[src/rtl/irq_pkg.sv]
package irq_pkg;
  localparam int unsigned DATA_W  = 32;
  localparam int unsigned ADDR_W  = 8;
  localparam int unsigned GATE_BIT = 31;

  localparam logic [ADDR_W-1:0] OFF_GATE   = 8'h1C;
  localparam logic [ADDR_W-1:0] OFF_STATUS = 8'h20;
  localparam logic [ADDR_W-1:0] OFF_MASK   = 8'h28;

  typedef struct packed {
    logic gate;
    logic status;
    logic mask;
  } reg_sel_t;
endpackage

[src/rtl/irq_reg_decode.sv]
module irq_reg_decode
  import irq_pkg::*;
(
  input  logic [ADDR_W-1:0] addr_i,
  output reg_sel_t          sel_o
);
  always_comb begin
    sel_o        = '0;
    sel_o.gate   = (addr_i == OFF_GATE);
    sel_o.status = (addr_i == OFF_STATUS);
    sel_o.mask   = (addr_i == OFF_MASK);
  end
endmodule

[src/rtl/irq_status_bank.sv]
module irq_status_bank #(
  parameter int unsigned NUM_SRC = 7
) (
  input  logic               clk_i,
  input  logic               rst_ni,
  input  logic [NUM_SRC-1:0] event_i,
  input  logic               clr_we_i,
  input  logic [NUM_SRC-1:0] clr_mask_i,
  output logic [NUM_SRC-1:0] status_o
);
  for (genvar i = 0; i < NUM_SRC; i++) begin : g_bit
    logic bit_q;
    always_ff @(posedge clk_i or negedge rst_ni) begin
      if (!rst_ni)          bit_q <= 1'b0;
      else if (event_i[i])  bit_q <= 1'b1;  // set beats clear
      else if (clr_we_i && clr_mask_i[i]) bit_q <= 1'b0;
    end
    assign status_o[i] = bit_q;
  end
endmodule

[src/rtl/irq_out_stage.sv]
module irq_out_stage #(
  parameter int unsigned NUM_SRC = 7
) (
  input  logic               clk_i,
  input  logic               rst_ni,
  input  logic [NUM_SRC-1:0] status_i,
  input  logic [NUM_SRC-1:0] mask_i,
  input  logic               gate_i,
  output logic               irq_o
);
  logic irq_d;
  assign irq_d = gate_i && |(status_i & mask_i);

  always_ff @(posedge clk_i or negedge rst_ni) begin
    if (!rst_ni) irq_o <= 1'b0;
    else         irq_o <= irq_d;
  end
endmodule

[src/rtl/irq_ctrl.sv]
module irq_ctrl
  import irq_pkg::*;
#(
  parameter int unsigned NUM_SRC = 7
) (
  input  logic               clk_i,
  input  logic               rst_ni,
  input  logic [NUM_SRC-1:0] event_i,
  input  logic               we_i,
  input  logic [ADDR_W-1:0]  addr_i,
  input  logic [DATA_W-1:0]  wdata_i,
  output logic [DATA_W-1:0]  rdata_o,
  output logic               irq_o
);
  reg_sel_t           sel;
  logic [NUM_SRC-1:0] status_q;
  logic [NUM_SRC-1:0] mask_q;
  logic               gate_q;
  logic               unused_wdata;

  assign unused_wdata = ^wdata_i;

  irq_reg_decode u_decode (
    .addr_i (addr_i),
    .sel_o  (sel)
  );

  irq_status_bank #(.NUM_SRC(NUM_SRC)) u_status (
    .clk_i      (clk_i),
    .rst_ni     (rst_ni),
    .event_i    (event_i),
    .clr_we_i   (we_i && sel.status),
    .clr_mask_i (wdata_i[NUM_SRC-1:0]),
    .status_o   (status_q)
  );

  always_ff @(posedge clk_i or negedge rst_ni) begin
    if (!rst_ni) begin
      mask_q <= '0;
      gate_q <= 1'b0;
    end else if (we_i) begin
      if (sel.mask) mask_q <= wdata_i[NUM_SRC-1:0];
      if (sel.gate) gate_q <= wdata_i[GATE_BIT];
    end
  end

  irq_out_stage #(.NUM_SRC(NUM_SRC)) u_out (
    .clk_i    (clk_i),
    .rst_ni   (rst_ni),
    .status_i (status_q),
    .mask_i   (mask_q),
    .gate_i   (gate_q),
    .irq_o    (irq_o)
  );

  always_comb begin
    rdata_o = '0;
    if (sel.gate)   rdata_o[GATE_BIT]    = gate_q;
    if (sel.status) rdata_o[NUM_SRC-1:0] = status_q;
    if (sel.mask)   rdata_o[NUM_SRC-1:0] = mask_q;
  end
endmodule

[config.mk]
export PLATFORM = sky130hd
export DESIGN_NAME = irq_ctrl
export DESIGN_NICKNAME = d
export VERILOG_FILES = /design/src/rtl/irq_pkg.sv /design/src/rtl/irq_reg_decode.sv /design/src/rtl/irq_status_bank.sv /design/src/rtl/irq_out_stage.sv /design/src/rtl/irq_ctrl.sv
export SDC_FILE = /design/constraint.sdc
export NUM_CORES = 1
export LEC_CHECK = 0
export BUFFER_PORTS_ARGS = -buffer_cell sky130_fd_sc_hd__clkbuf_2
export CAP_MARGIN = 20
export CORE_ASPECT_RATIO = 0.8
export CORE_MARGIN = 4
export CORE_UTILIZATION = 35
export CTS_CLUSTER_DIAMETER = 80
export DETAILED_ROUTE_END_ITERATION = 7
export GPL_ROUTABILITY_DRIVEN = 0
export GPL_TIMING_DRIVEN = 0
export HOLD_SLACK_MARGIN = 0.1
export PLACE_DENSITY_LB_ADDON = 0.12
export SYNTH_ARGS = -nofsm -noshare
export SYNTH_HDL_FRONTEND = slang
export SYNTH_SLANG_ARGS = --single-unit
[constraint.sdc]
create_clock -name clk_i -period 2.1 [get_ports clk_i]
set_input_delay 0.42 -clock clk_i [delete_from_list [all_inputs] [get_ports clk_i]]
set_output_delay 0.42 -clock clk_i [all_outputs]
set_load 0.01 [all_outputs]
After elaboration in Yosys (flattened, before gate mapping)
Cells that the tools add are included.
{ "word_totals": {"ff_bits": 16, "in_bits": 50, "output_inout_bits": 33, "wordCells": 50} }
{ "op_classes": {"n_eq_ne": 3, "n_mux": 17, "n_bitwise": 1, "reduce_logical": 19} }
{ "ops": {"columns": ["cell", "n"], "rows": [
  ["$eq A8 B6 Y1 const B", 2],
  ["$mux W1", 15],
  ["$mux W7", 2],
  ["$reduce_bool A2 Y1", 7],
  ["$logic_and A1 B1 Y1", 9],
  ["$eq A8 B5 Y1 const B", 1],
  ["$and A7 B7 Y7", 1],
  ["$reduce_or A7 Y1", 1],
  ["$reduce_and A2 Y1", 2]
]} }

Logic depth before layout (Yosys ltp)
Gate-level depths: netlist of run 1.
{ "depth": {"word_depth": 5, "ltp_mapped": 4, "ltp_nobuf": 3} }

Modules after synthesis
Synthesis of run 1 repeated with hierarchy kept, for this count alone.
{ "hier_totals": {"hier_cells": 99, "area_unflattened_um2": 1042.2} }
{ "modules_own_cells": {"columns": ["mod", "instances", "cells_each", "area_each_um2", "seq_area_each_um2"], "rows": [
  ["irq_ctrl", 1, 58, 629.4, 200.2],
  ["irq_status_bank", 1, 28, 306.5, 175.2],
  ["irq_out_stage", 1, 6, 60.1, 25.0],
  ["irq_reg_decode", 1, 7, 46.3, 0.0]
]} }

Worst setup path before layout of run 1
Ideal clock, no wire load.
{ "synth_timing": {"path_type": "input-to-output", "start": "in addr_i[7]", "end": "out rdata_o[0]", "t_arrival_ps": 1761, "required_time_ps": 1680, "slack_ps": -81, "path_stages": 4, "n_path_buf": 1, "path_cell_list": "or4_4 > or4b_1 > clkbuf_1 > nor2_1"} }
{ "synth_via": {"elab_chain_len": 3, "elab_cells_between_ends": 4, "cone_classes": "eq/ne (2); mux (2)"} }
{ "synth_rtl": {"columns": ["item", "line", "rtl"], "rows": [
  ["start: declaration", "irq_ctrl.sv:10", "input logic [ADDR_W-1:0] addr_i,"],
  ["$eq A8 B6 Y1", "irq_reg_decode.sv:10", "sel_o.status = (addr_i == OFF_STATUS);"],
  ["$mux W7", "irq_ctrl.sv:59", "if (sel.status) rdata_o[NUM_SRC-1:0] = status_q;"],
  ["$mux W7 (*)", "irq_ctrl.sv:60", "if (sel.mask) rdata_o[NUM_SRC-1:0] = mask_q;"],
  ["end: declaration", "irq_ctrl.sv:12", "output logic [DATA_W-1:0] rdata_o,"]
]} }
Mark *: on every way between the ends. The rest lies on a longest branch, timed or not.

Worst setup path after layout of run 1
{ "layout_timing": {"start": "in addr_i[7]", "end": "out rdata_o[2]"} }
Same word-level chain as after synthesis.

==> results.yml, run 1 <==
critical_path:
  r2r-start: "mask_q[2]"
  cp-start-kind: "primary input"
  rr_endpoint: "u_out.irq_o"
  path_max_fanout: 7
  crit_arrival_ns: 1.93
  critPathCaptureType: "output port"
  setup.worst_path.class: "primary input to output port"
  rrSetupSlack_ns: 1.09
  required_ns: 1.68
  r2r_cells: 2
synthesis:
  syn_avg_cell_area_um2: 10.2
  ys_ff_latch: 16
  netlist_area_um2: 1060
  synth-seq-area-share_pct: 37.9
  synth_area_leaders: "dfrtp_1 38%, buf_4 17%, mux2_2 8.5%"
  ys_warn_count: 0
  yosys.area.top_type_share_pct: 37.9
  synth_cell_types: 22
  yosysTopAreaCell: "dfrtp_1"
  syn_inst: 104
cells_and_area:
  n_fill_cell: 289
  diodes: 0
  fin_util_pct: 54.0
  fin_nets: 217
  drive_gt1_share_pct: 50.0
  area_growth_pct: 44.5
pwr:
  leakage_uw: 0.000794
  p_per_area_nw_per_um2: 480
  max-vdd-ir-drop_mv: 0.433
  total_power_uw: 734
global_routing:
  grt_pass1_wl_um: 4120
  grt_pass1_vias: 918
  antenna_found_initial: 0
  grt_overflow: 0
  grt_start_max_net_pins: 17
  track_usage_pct: 13.2
floorplanning:
  core_um2: 2830
  start_util_pct: 37.4
  pin_count: 83
  die_w_um: 69.5
  die_y_um: 57.2
  rows: 17
  die_area_um2: 3970
clock_tree:
  clock_sink_count: 16
  clock_latency_ns: 0.25
  h-tree-depth: 1
  cts_buffers: 3
  cts_tree: "yes"
  cts_root_buf: "clkbuf_8"
  cts_buffer_depth: 2
  path_clk_slew_ns: 0.06
job:
  drv_cap: 0
sta:
  period_share_pct: 112
  tns_ns: -1.64
  max_freq_mhz: 426
  setup_viol: 7
  layout_setup_ws_ns: -0.249
  fin_skew_ns: 0.00523
  hold_viol: 0
  rsz0062_at_grt: "yes"
  slew_viol_final: 0
  min_period_ns: 2.35
place:
  numPortBuffers: 33
  place_hpwl_um: 1980
hold_path:
  hp-class: "primary input to flip-flop"
  holdPathStages: 2
  hold_end: "u_status.g_bit[5].bit_q"
  hold_start: "event_i[5]"
status:
  violations: "setup timing"
  status: "finished with violations"
drt:
  vias: 868
  firstDrtPassIters: 4
  drcViolationCount: 0
  drt_iter0_markers: 16
  routed_via_density: 4.25
  drt-total-wl_um: 2490
  postRouteAntennaNets: 0
  avgRoutedWirePerCell_um: 12.2
==> Yosys cell counts <==
cell,n
nor3_1,2
nand3b_1,1
inv_1,10
mux2_2,8
a22oi_1,2
nor2_1,7
a222oi_1,1
buf_6,1
conb_1,1
or4b_1,1
nand4b_1,1
a31oi_1,1
mux2i_1,7
clkbuf_1,3
o41ai_1,7
buf_4,24
dfrtp_1,16
or4_4,1
nor4_4,1
or4bb_1,1
clkdlybuf4s25_1,1
nand2b_1,7
==> worst max-delay path by stage <==
| stage | startpoint | endpoint | slack, ns |
|---|---|---|---|
| 2_1_floorplan | addr_i[7] | rdata_o[0] | -0.04 |
| 3_5_place_dp | addr_i[7] | rdata_o[6] | -0.28 |
| 4_1_cts | addr_i[7] | rdata_o[6] | -0.26 |
| 6_report | addr_i[7] | rdata_o[2] | -0.25 |
| 5_1_grt | addr_i[7] | rdata_o[5] | -0.28 |
| 3_3_place_gp | addr_i[7] | rdata_o[6] | -0.28 |
==> cell type report <==
type,count,area [um^2],area share [%]
plain buffers,28,210,13.8
multi-input cells,72,549,36.0
inverters,10,37.5,2.46
repair buffers,36,228,14.9
clock buffers,4,55.1,3.60
flip-flops and latches,16,400,26.2
well taps,38,47.5,3.11
==> sequential cells by signal, summed over array words and instances (netlist names) <==
signal / count
u_status.g_bit.bit_q: 7
mask_q: 7
gate_q: 1
u_out.irq_o: 1
==> layer usage <==
metal	global-route usage (%)	wire length, um	up-vias
met5	0	0	-
met2	23.1	1270	33
li1	-	-	433
met3	4.75	214	5
met4	5.01	31	0
met1	14.9	969	397
==> kinds of logic after synthesis <==
group | synth area share [%]
mux | 15.1
compound gates | 8.76
buf+inv | 23.7
other cells | 0.355
simple gates | 14.2
flops | 37.9
==> per-stage QoR <==
step	setup WS [ns]	hold slack (ns)	area, um^2	std cells
after CTS	-0.258	0.351	1510	204
final	-0.249	0.356	1530	204
after detailed placement	-0.275	0.364	1420	198
after global placement	-0.279	0.363	1420	198
after global routing	-0.283	0.357	1530	204
after floorplan	-0.0438	0.124	1210	127
==> repair_timing <==
item,CTS,global route
setup buffers,1,1
resized for setup,2,15
hold endpoints to repair,16,0
setup endpoints to repair,7,15
hold buffers,1,0
pin swaps,0,3
==> layout by cell type (no fill, tap or decap), drive strengths merged, types with 2 or more instances in the layout <==
| cell type | count |
|---|---|
| buf | 34 |
| clkbuf | 32 |
| conb | 24 |
| dfrtp | 16 |
| inv | 10 |
| mux2 | 8 |
| mux2i | 7 |
| nor2 | 7 |
| o41ai | 7 |
| nand2b | 7 |
| a22oi | 2 |
| nor3 | 2 |
==> worst max-delay path, cell delays in order <==
cell and delay (ns):
clkbuf_2 0.08, or4_4 0.53, or4b_4 0.64, nor2_4 0.16
buf_6 0.10
==> power breakdown <==
group	total, uW	internal, uW	switching [uW]
Clock	270	166	103
Sequential	322	316	5.92
Combinational	142	72.0	69.8
Power figures use the tool's default switching activity.
==> run 2, diff against run 1 <==
--- a/config.mk
+++ b/config.mk
@@ -5,6 +5,7 @@
 export SDC_FILE = /design/constraint.sdc
 export NUM_CORES = 1
 export LEC_CHECK = 0
+export ABC_AREA = 1
 export BUFFER_PORTS_ARGS = -buffer_cell sky130_fd_sc_hd__clkbuf_2
 export CAP_MARGIN = 20
 export CORE_ASPECT_RATIO = 0.8
==> run 2 against run 1 <==
Compared with the run above: the run now ends clean; cell count increased by 21%; first-iteration DRC count rose to 3.7 times the previous value; core utilization decreased by 4.2 points; worst setup slack improved by 0.58 ns; clock-buffer cell count down 1; worst hold slack got worse by 0.27 ns; via count grew 12%; register-to-register slack better by 0.13 ns; combinational power fell by 13%; sequential share of layout area up 1.8 points; global-route usage decreased by 0.49 points; critical path type unchanged; largest cell class unchanged.
==> results.yml, run 2 <==
synthesis:
  ys_warn_count: 0
  yosys-mux-area-fraction_pct: 0
  yosysTopAreaCell: "dfrtp_1"
  synth_area_leaders: "dfrtp_1 37%, nand2_1 24%, buf_4 17%"
  yosys.area.top_type_share_pct: 36.9
  synth_xor_xnor_area_share_pct: 0
  ys_ff_latch: 16
  synth_edf_count: 0
  synth_top_family_by_area: "simple AND/OR/NAND/NOR gates"
  synthArstFlopShare_pct: 100
  syn_inst: 149
  synth_fa_ha_area_share_pct: 0
  netlist_area_um2: 1090
  synth_compound_area_share_pct: 0.691
  yosys.area_share.simple_pct: 38.1
  synth_cell_types: 21
  syn_avg_cell_area_um2: 7.29
  synth-seq-area-share_pct: 36.9
  synth_common_cells: "68 x nand2_1, 24 x buf_4, 16 x dfrtp_1"
  synthFlopType: "dfrtp_1"
  synth.most_common_cell: "nand2_1"
critical_path:
  crit_arrival_ns: 1.35
  rrSetupSlack_ns: 1.22
  path_max_fanout: 10
  setup.worst_path.class: "primary input to output port"
  cp-start-kind: "primary input"
  crit_start: "addr_i[7]"
  r2r_cells: 3
  endpoint: "rdata_o[2]"
  critPathCaptureType: "output port"
  rr_endpoint: "u_out.irq_o"
  r2r-start: "mask_q[1]"
  required_ns: 1.68
drt:
  avgRoutedWirePerCell_um: 9.81
  routed_via_density: 3.93
  drt_iter0_markers: 59
  vias: 971
  drcViolationCount: 0
  firstDrtPassIters: 4
  drt-total-wl_um: 2420
  postRouteAntennaNets: 0
cells_and_area:
  diodes: 0
  regArea_um2: 400
  area_growth_pct: 31.8
  multi_input_area_um2: 512
  instances_no_fill: 247
  drive_gt1_share_pct: 35.4
  final_common_cell: "nand2_1"
  reg_top3: "mask_q (7), u_status.g_bit.bit_q (7)"
  fin_nets: 261
  n_fill_cell: 303
  most-common-layout-cells: "68 x nand2_1, 34 x clkbuf_2, 24 x buf_4, 24 x conb_1, 16 x dfrtp_1"
clock_tree:
  cts_setup_buffers: 0
  cts_buffer_depth: 2
  cts_root_buf: "clkbuf_8"
  clock_sink_count: 16
  clock_latency_ns: 0.25
  hold_buffers: 0
  cts_buffers: 3
  postCtsResizedCells: 0
  h-tree-depth: 1
  path_clk_slew_ns: 0.06
  cts_tree: "yes"
global_routing:
  track_usage_pct: 12.7
  grt_overflow: 0
  grt_pass1_vias: 902
  grt_start_max_net_pins: 17
  antenna_found_initial: 0
  grt_pass1_wl_um: 4130
sta:
  min_period_ns: 1.77
  setup_viol: 0
  fin_skew_ns: 0.00432
  tns_ns: 0
  rsz0062_at_grt: "no"
  max_freq_mhz: 566
  period_share_pct: 84.1
  hold_viol: 0
  slew_viol_final: 0
pwr:
  p_per_area_nw_per_um2: 471
  p_sw_share_pct: 25.5
  max-vdd-ir-drop_mv: 0.364
  p_comb_share_pct: 18.2
  pwr-share-clk_pct: 34.0
  switchingPower_uw: 172
  pwr-share-seq_pct: 47.8
  leakage_uw: 0.000888
  p_int_uw: 502
status:
  status: "completed"
floorplanning:
  start_util_pct: 37.8
  die_w_um: 70.3
  die_y_um: 57.8
  core_um2: 2870
  pin_count: 83
  rows: 17
  die_area_um2: 4060
place:
  numPortBuffers: 34
  dp_cells: 244
  place_hpwl_um: 1950
job:
  drv_cap: 0
hold_path:
  hp-class: "primary input to asynchronous set/reset pin"
-- run 2: worst max-delay path: stages --
cell and delay, ns:
clkbuf_2 0.08, nor2_1 0.09, nand2_1 0.12, nor2_4 0.20, buf_8 0.16, nand3b_1 0.08, nand2_1 0.06, clkbuf_2 0.12
-- run 2: per-stage QoR --
| step | hold WS (ns) | power (uW) | util, % | cell area (um^2) | setup WS, ns |
|---|---|---|---|---|---|
| finish | 0.0906 | 674 | 49.8 | 1430 | 0.334 |
| floorplan | 0.124 | 407 | - | 1170 | 0.605 |
| global placement | 0.370 | 446 | 48.4 | 1390 | 0.350 |
| global route | 0.119 | 713 | 49.8 | 1430 | 0.213 |
| CTS | 0.109 | 683 | 49.8 | 1430 | 0.321 |
| detailed placement | 0.376 | 449 | 48.4 | 1390 | 0.326 |
-- run 2: routing by layer --
layer	part of all wire (%)	up-vias	global-route usage (%)
met5	0	-	0
met4	0.50	0	2.46
met3	8.8	2	5.72
met2	47	32	20.4
met1	43	412	16.0
li1	-	525	-
-- run 2: worst min-delay path by stage --
| stage | end | slack, ns | cells past startpoint |
|---|---|---|---|
| floorplan | gate_q | 0.12 | 0 |
| global placement | u_status.g_bit[2].bit_q | 0.37 | 1 |
| detailed placement | mask_q[2] | 0.38 | 1 |
| CTS | mask_q[1] | 0.11 | 1 |
| global route | mask_q[2] | 0.12 | 1 |
| finish | mask_q[5] | 0.09 | 1 |
-- run 2: power by group through the flow --
| stage | clock network (uW) | registers (uW) | logic, uW |
|---|---|---|---|
| 3_3_place_gp | 0 | 327 | 119 |
| 6_report | 229 | 322 | 123 |
| 5_1_grt | 252 | 323 | 139 |
| 4_1_cts | 239 | 322 | 122 |
| 2_1_floorplan | 0 | 327 | 80.8 |
| 3_5_place_dp | 0 | 328 | 121 |
-- run 2: cell type report --
class,instances,area share [%]
multi-input combinational,117,35.8
sequential,16,28.0
buffer,26,14.6
timing repair buffer,34,11.9
inverter,13,3.58
tap,38,3.32
clock buffer,3,2.88
-- run 2: cells by family after synthesis --
logic type             after synthesis
AOI/OAI and AO/OA                    1
other                                1
DFF                                 16
and+or+nand+nor                     92
buffers and inverters               39
==> run 3, diff against run 2 <==
--- a/config.mk
+++ b/config.mk
@@ -5,7 +5,7 @@
 export SDC_FILE = /design/constraint.sdc
 export NUM_CORES = 1
 export LEC_CHECK = 0
-export ABC_AREA = 1
+export ABC_AREA = 0
 export BUFFER_PORTS_ARGS = -buffer_cell sky130_fd_sc_hd__clkbuf_2
 export CAP_MARGIN = 20
 export CORE_ASPECT_RATIO = 0.8
==> constraint.sdc (replaced) <==
create_clock -name clk_i -period 1.8 [get_ports clk_i]
set_input_delay 0.36 -clock clk_i [delete_from_list [all_inputs] [get_ports clk_i]]
set_output_delay 0.36 -clock clk_i [all_outputs]
set_load 0.01 [all_outputs]
==> run 3 against run 2 <==
Compared with the run above: the flow now finishes with violations (setup timing); first-iteration DRC count shrank 32%; worst setup slack lost 0.76 ns; non-clock buffer count is 5 higher; register-to-register slack got worse by 0.49 ns; clock power up 38%; critical path depth fell by 3; sequential share of layout area decreased by 2.4 points; core utilization is 5.5 points higher; power is 28% higher; worst hold slack better by 0.21 ns; routed wire length increased by 0.45%; sequential power increased by 17%; critical path type unchanged.
==> results.yml, run 3 (synthesized netlist as in run 1, its figures left out) <==
critical_path:
  path_max_fanout: 7
  r2r-start: "mask_q[2]"
  cp-start-kind: "primary input"
  rr_endpoint: "u_out.irq_o"
  crit_start: "addr_i[7]"
  rrSetupSlack_ns: 0.73
  r2r_cells: 2
  critPathCaptureType: "output port"
  required_ns: 1.44
  setup.worst_path.class: "primary input to output port"
  endpoint: "rdata_o[1]"
  crit_arrival_ns: 1.87
global_routing:
  track_usage_pct: 12.0
  grt_pass1_vias: 836
  grt_overflow: 0
  grt_start_max_net_pins: 17
  antenna_found_initial: 0
  grt_pass1_wl_um: 3810
drt:
  wl_met3_um: 190
  firstDrtPassIters: 4
  drcViolationCount: 0
  highest_layer: "met4"
  postRouteAntennaNets: 0
  routed_via_density: 4.25
  avgRoutedWirePerCell_um: 11.9
  drt_iter0_markers: 40
  drt-total-wl_um: 2430
  met1Wirelength_um: 1040
  vias: 871
  met2_length_um: 1200
clock_tree:
  cts_root_buf: "clkbuf_8"
  cts_tree: "yes"
  cts_buffer_depth: 2
  cts_buffers: 3
  path_clk_slew_ns: 0.06
  clock_latency_ns: 0.25
  h-tree-depth: 1
  clock_sink_count: 16
cells_and_area:
  drive_gt1_share_pct: 50.9
  diodes: 0
  fin_nets: 218
  most-common-layout-cells: "28 x buf_4, 27 x clkbuf_2, 24 x conb_1"
  stdcell_area_um2: 1570
  reg_top3: "mask_q (7), u_status.g_bit.bit_q (7)"
  area_growth_pct: 48.0
  final_common_cell: "buf_4"
sta:
  rsz0062_at_grt: "yes"
  hold_viol: 0
  max_freq_mhz: 449
  layout_setup_ws_ns: -0.428
  setup_viol: 8
  min_period_ns: 2.23
  period_share_pct: 124
  fin_skew_ns: 0.00176
  whs_ns: 0.297
  slew_viol_final: 0
pwr:
  p_per_area_nw_per_um2: 550
  leakage_uw: 0.000808
  max-vdd-ir-drop_mv: 0.537
  total_power_uw: 861
place:
  numPortBuffers: 33
  place_hpwl_um: 1960
  placedInstanceArea_um2: 1440
floorplanning:
  pin_count: 83
  start_util_pct: 37.4
  core_um2: 2830
  die_w_um: 69.5
  die_y_um: 57.2
  rows: 17
  die_area_um2: 3970
status:
  status: "finished with violations"
  violations: "setup timing"
job:
  drv_cap: 0
hold_path:
  hp-class: "primary input to flip-flop"
## run 3: timing repair
item / in CTS / in global routing
endpoints found under the setup margin: 15 / 8
hold endpoints to repair: 16 / 0
pin swaps: 2 / 1
setup buffers: 4 / 0
hold buffers: 1 / 0
gates resized for setup: 3 / 16
## run 3: metrics by stage
step / util [%] / worst slack (ns) / std cells / TNS, ns
3_3_place_gp: 51.0 / -0.498 / 198 / -6.30
4_1_cts: 54.6 / -0.436 / 206 / -3.09
5_1_grt: 55.3 / -0.460 / 205 / -3.14
2_1_floorplan: - / -0.224 / 127 / -2.83
6_report: 55.3 / -0.428 / 205 / -2.92
3_5_place_dp: 51.0 / -0.511 / 198 / -6.39
## run 3: how the worst min path moves through the flow
stage	to	slack, ns	startpoint	depth (start not counted)
2_1_floorplan	gate_q	0.06	rst_ni	0
3_3_place_gp	mask_q[4]	0.31	rst_ni	1
3_5_place_dp	mask_q[4]	0.31	rst_ni	1
4_1_cts	u_status.g_bit[1].bit_q	0.29	event_i[1]	2
5_1_grt	u_status.g_bit[1].bit_q	0.30	event_i[1]	2
6_report	u_status.g_bit[1].bit_q	0.30	event_i[1]	2
## run 3: cell type report
class                   count  area [um^2]
well taps                  38         47.5
plain buffers              27          199
clock buffers               4         55.1
multi-input cells          72          577
fillers                   258         1260
inverters                  10         37.5
flip-flops and latches     16          400
repair buffers             38          249
## run 3: critical path: stages
cell and delay [ns]:
clkbuf_2 0.08, or4_4 0.52, or4b_4 0.64, nor2_4 0.15, buf_6 0.10
## run 3: layer usage
layer | GRT usage, % | up-vias
met3 | 4.58 | 2
met1 | 15.4 | 395
met2 | 19.7 | 38
met4 | 1.67 | 0
met5 | 0 | -
li1 | - | 436
## run 3: power breakdown
group / total [uW] / internal, uW / switching [uW]
Sequential: 376 / 369 / 6.95
Clock: 317 / 194 / 123
Combinational: 169 / 86.8 / 82.0
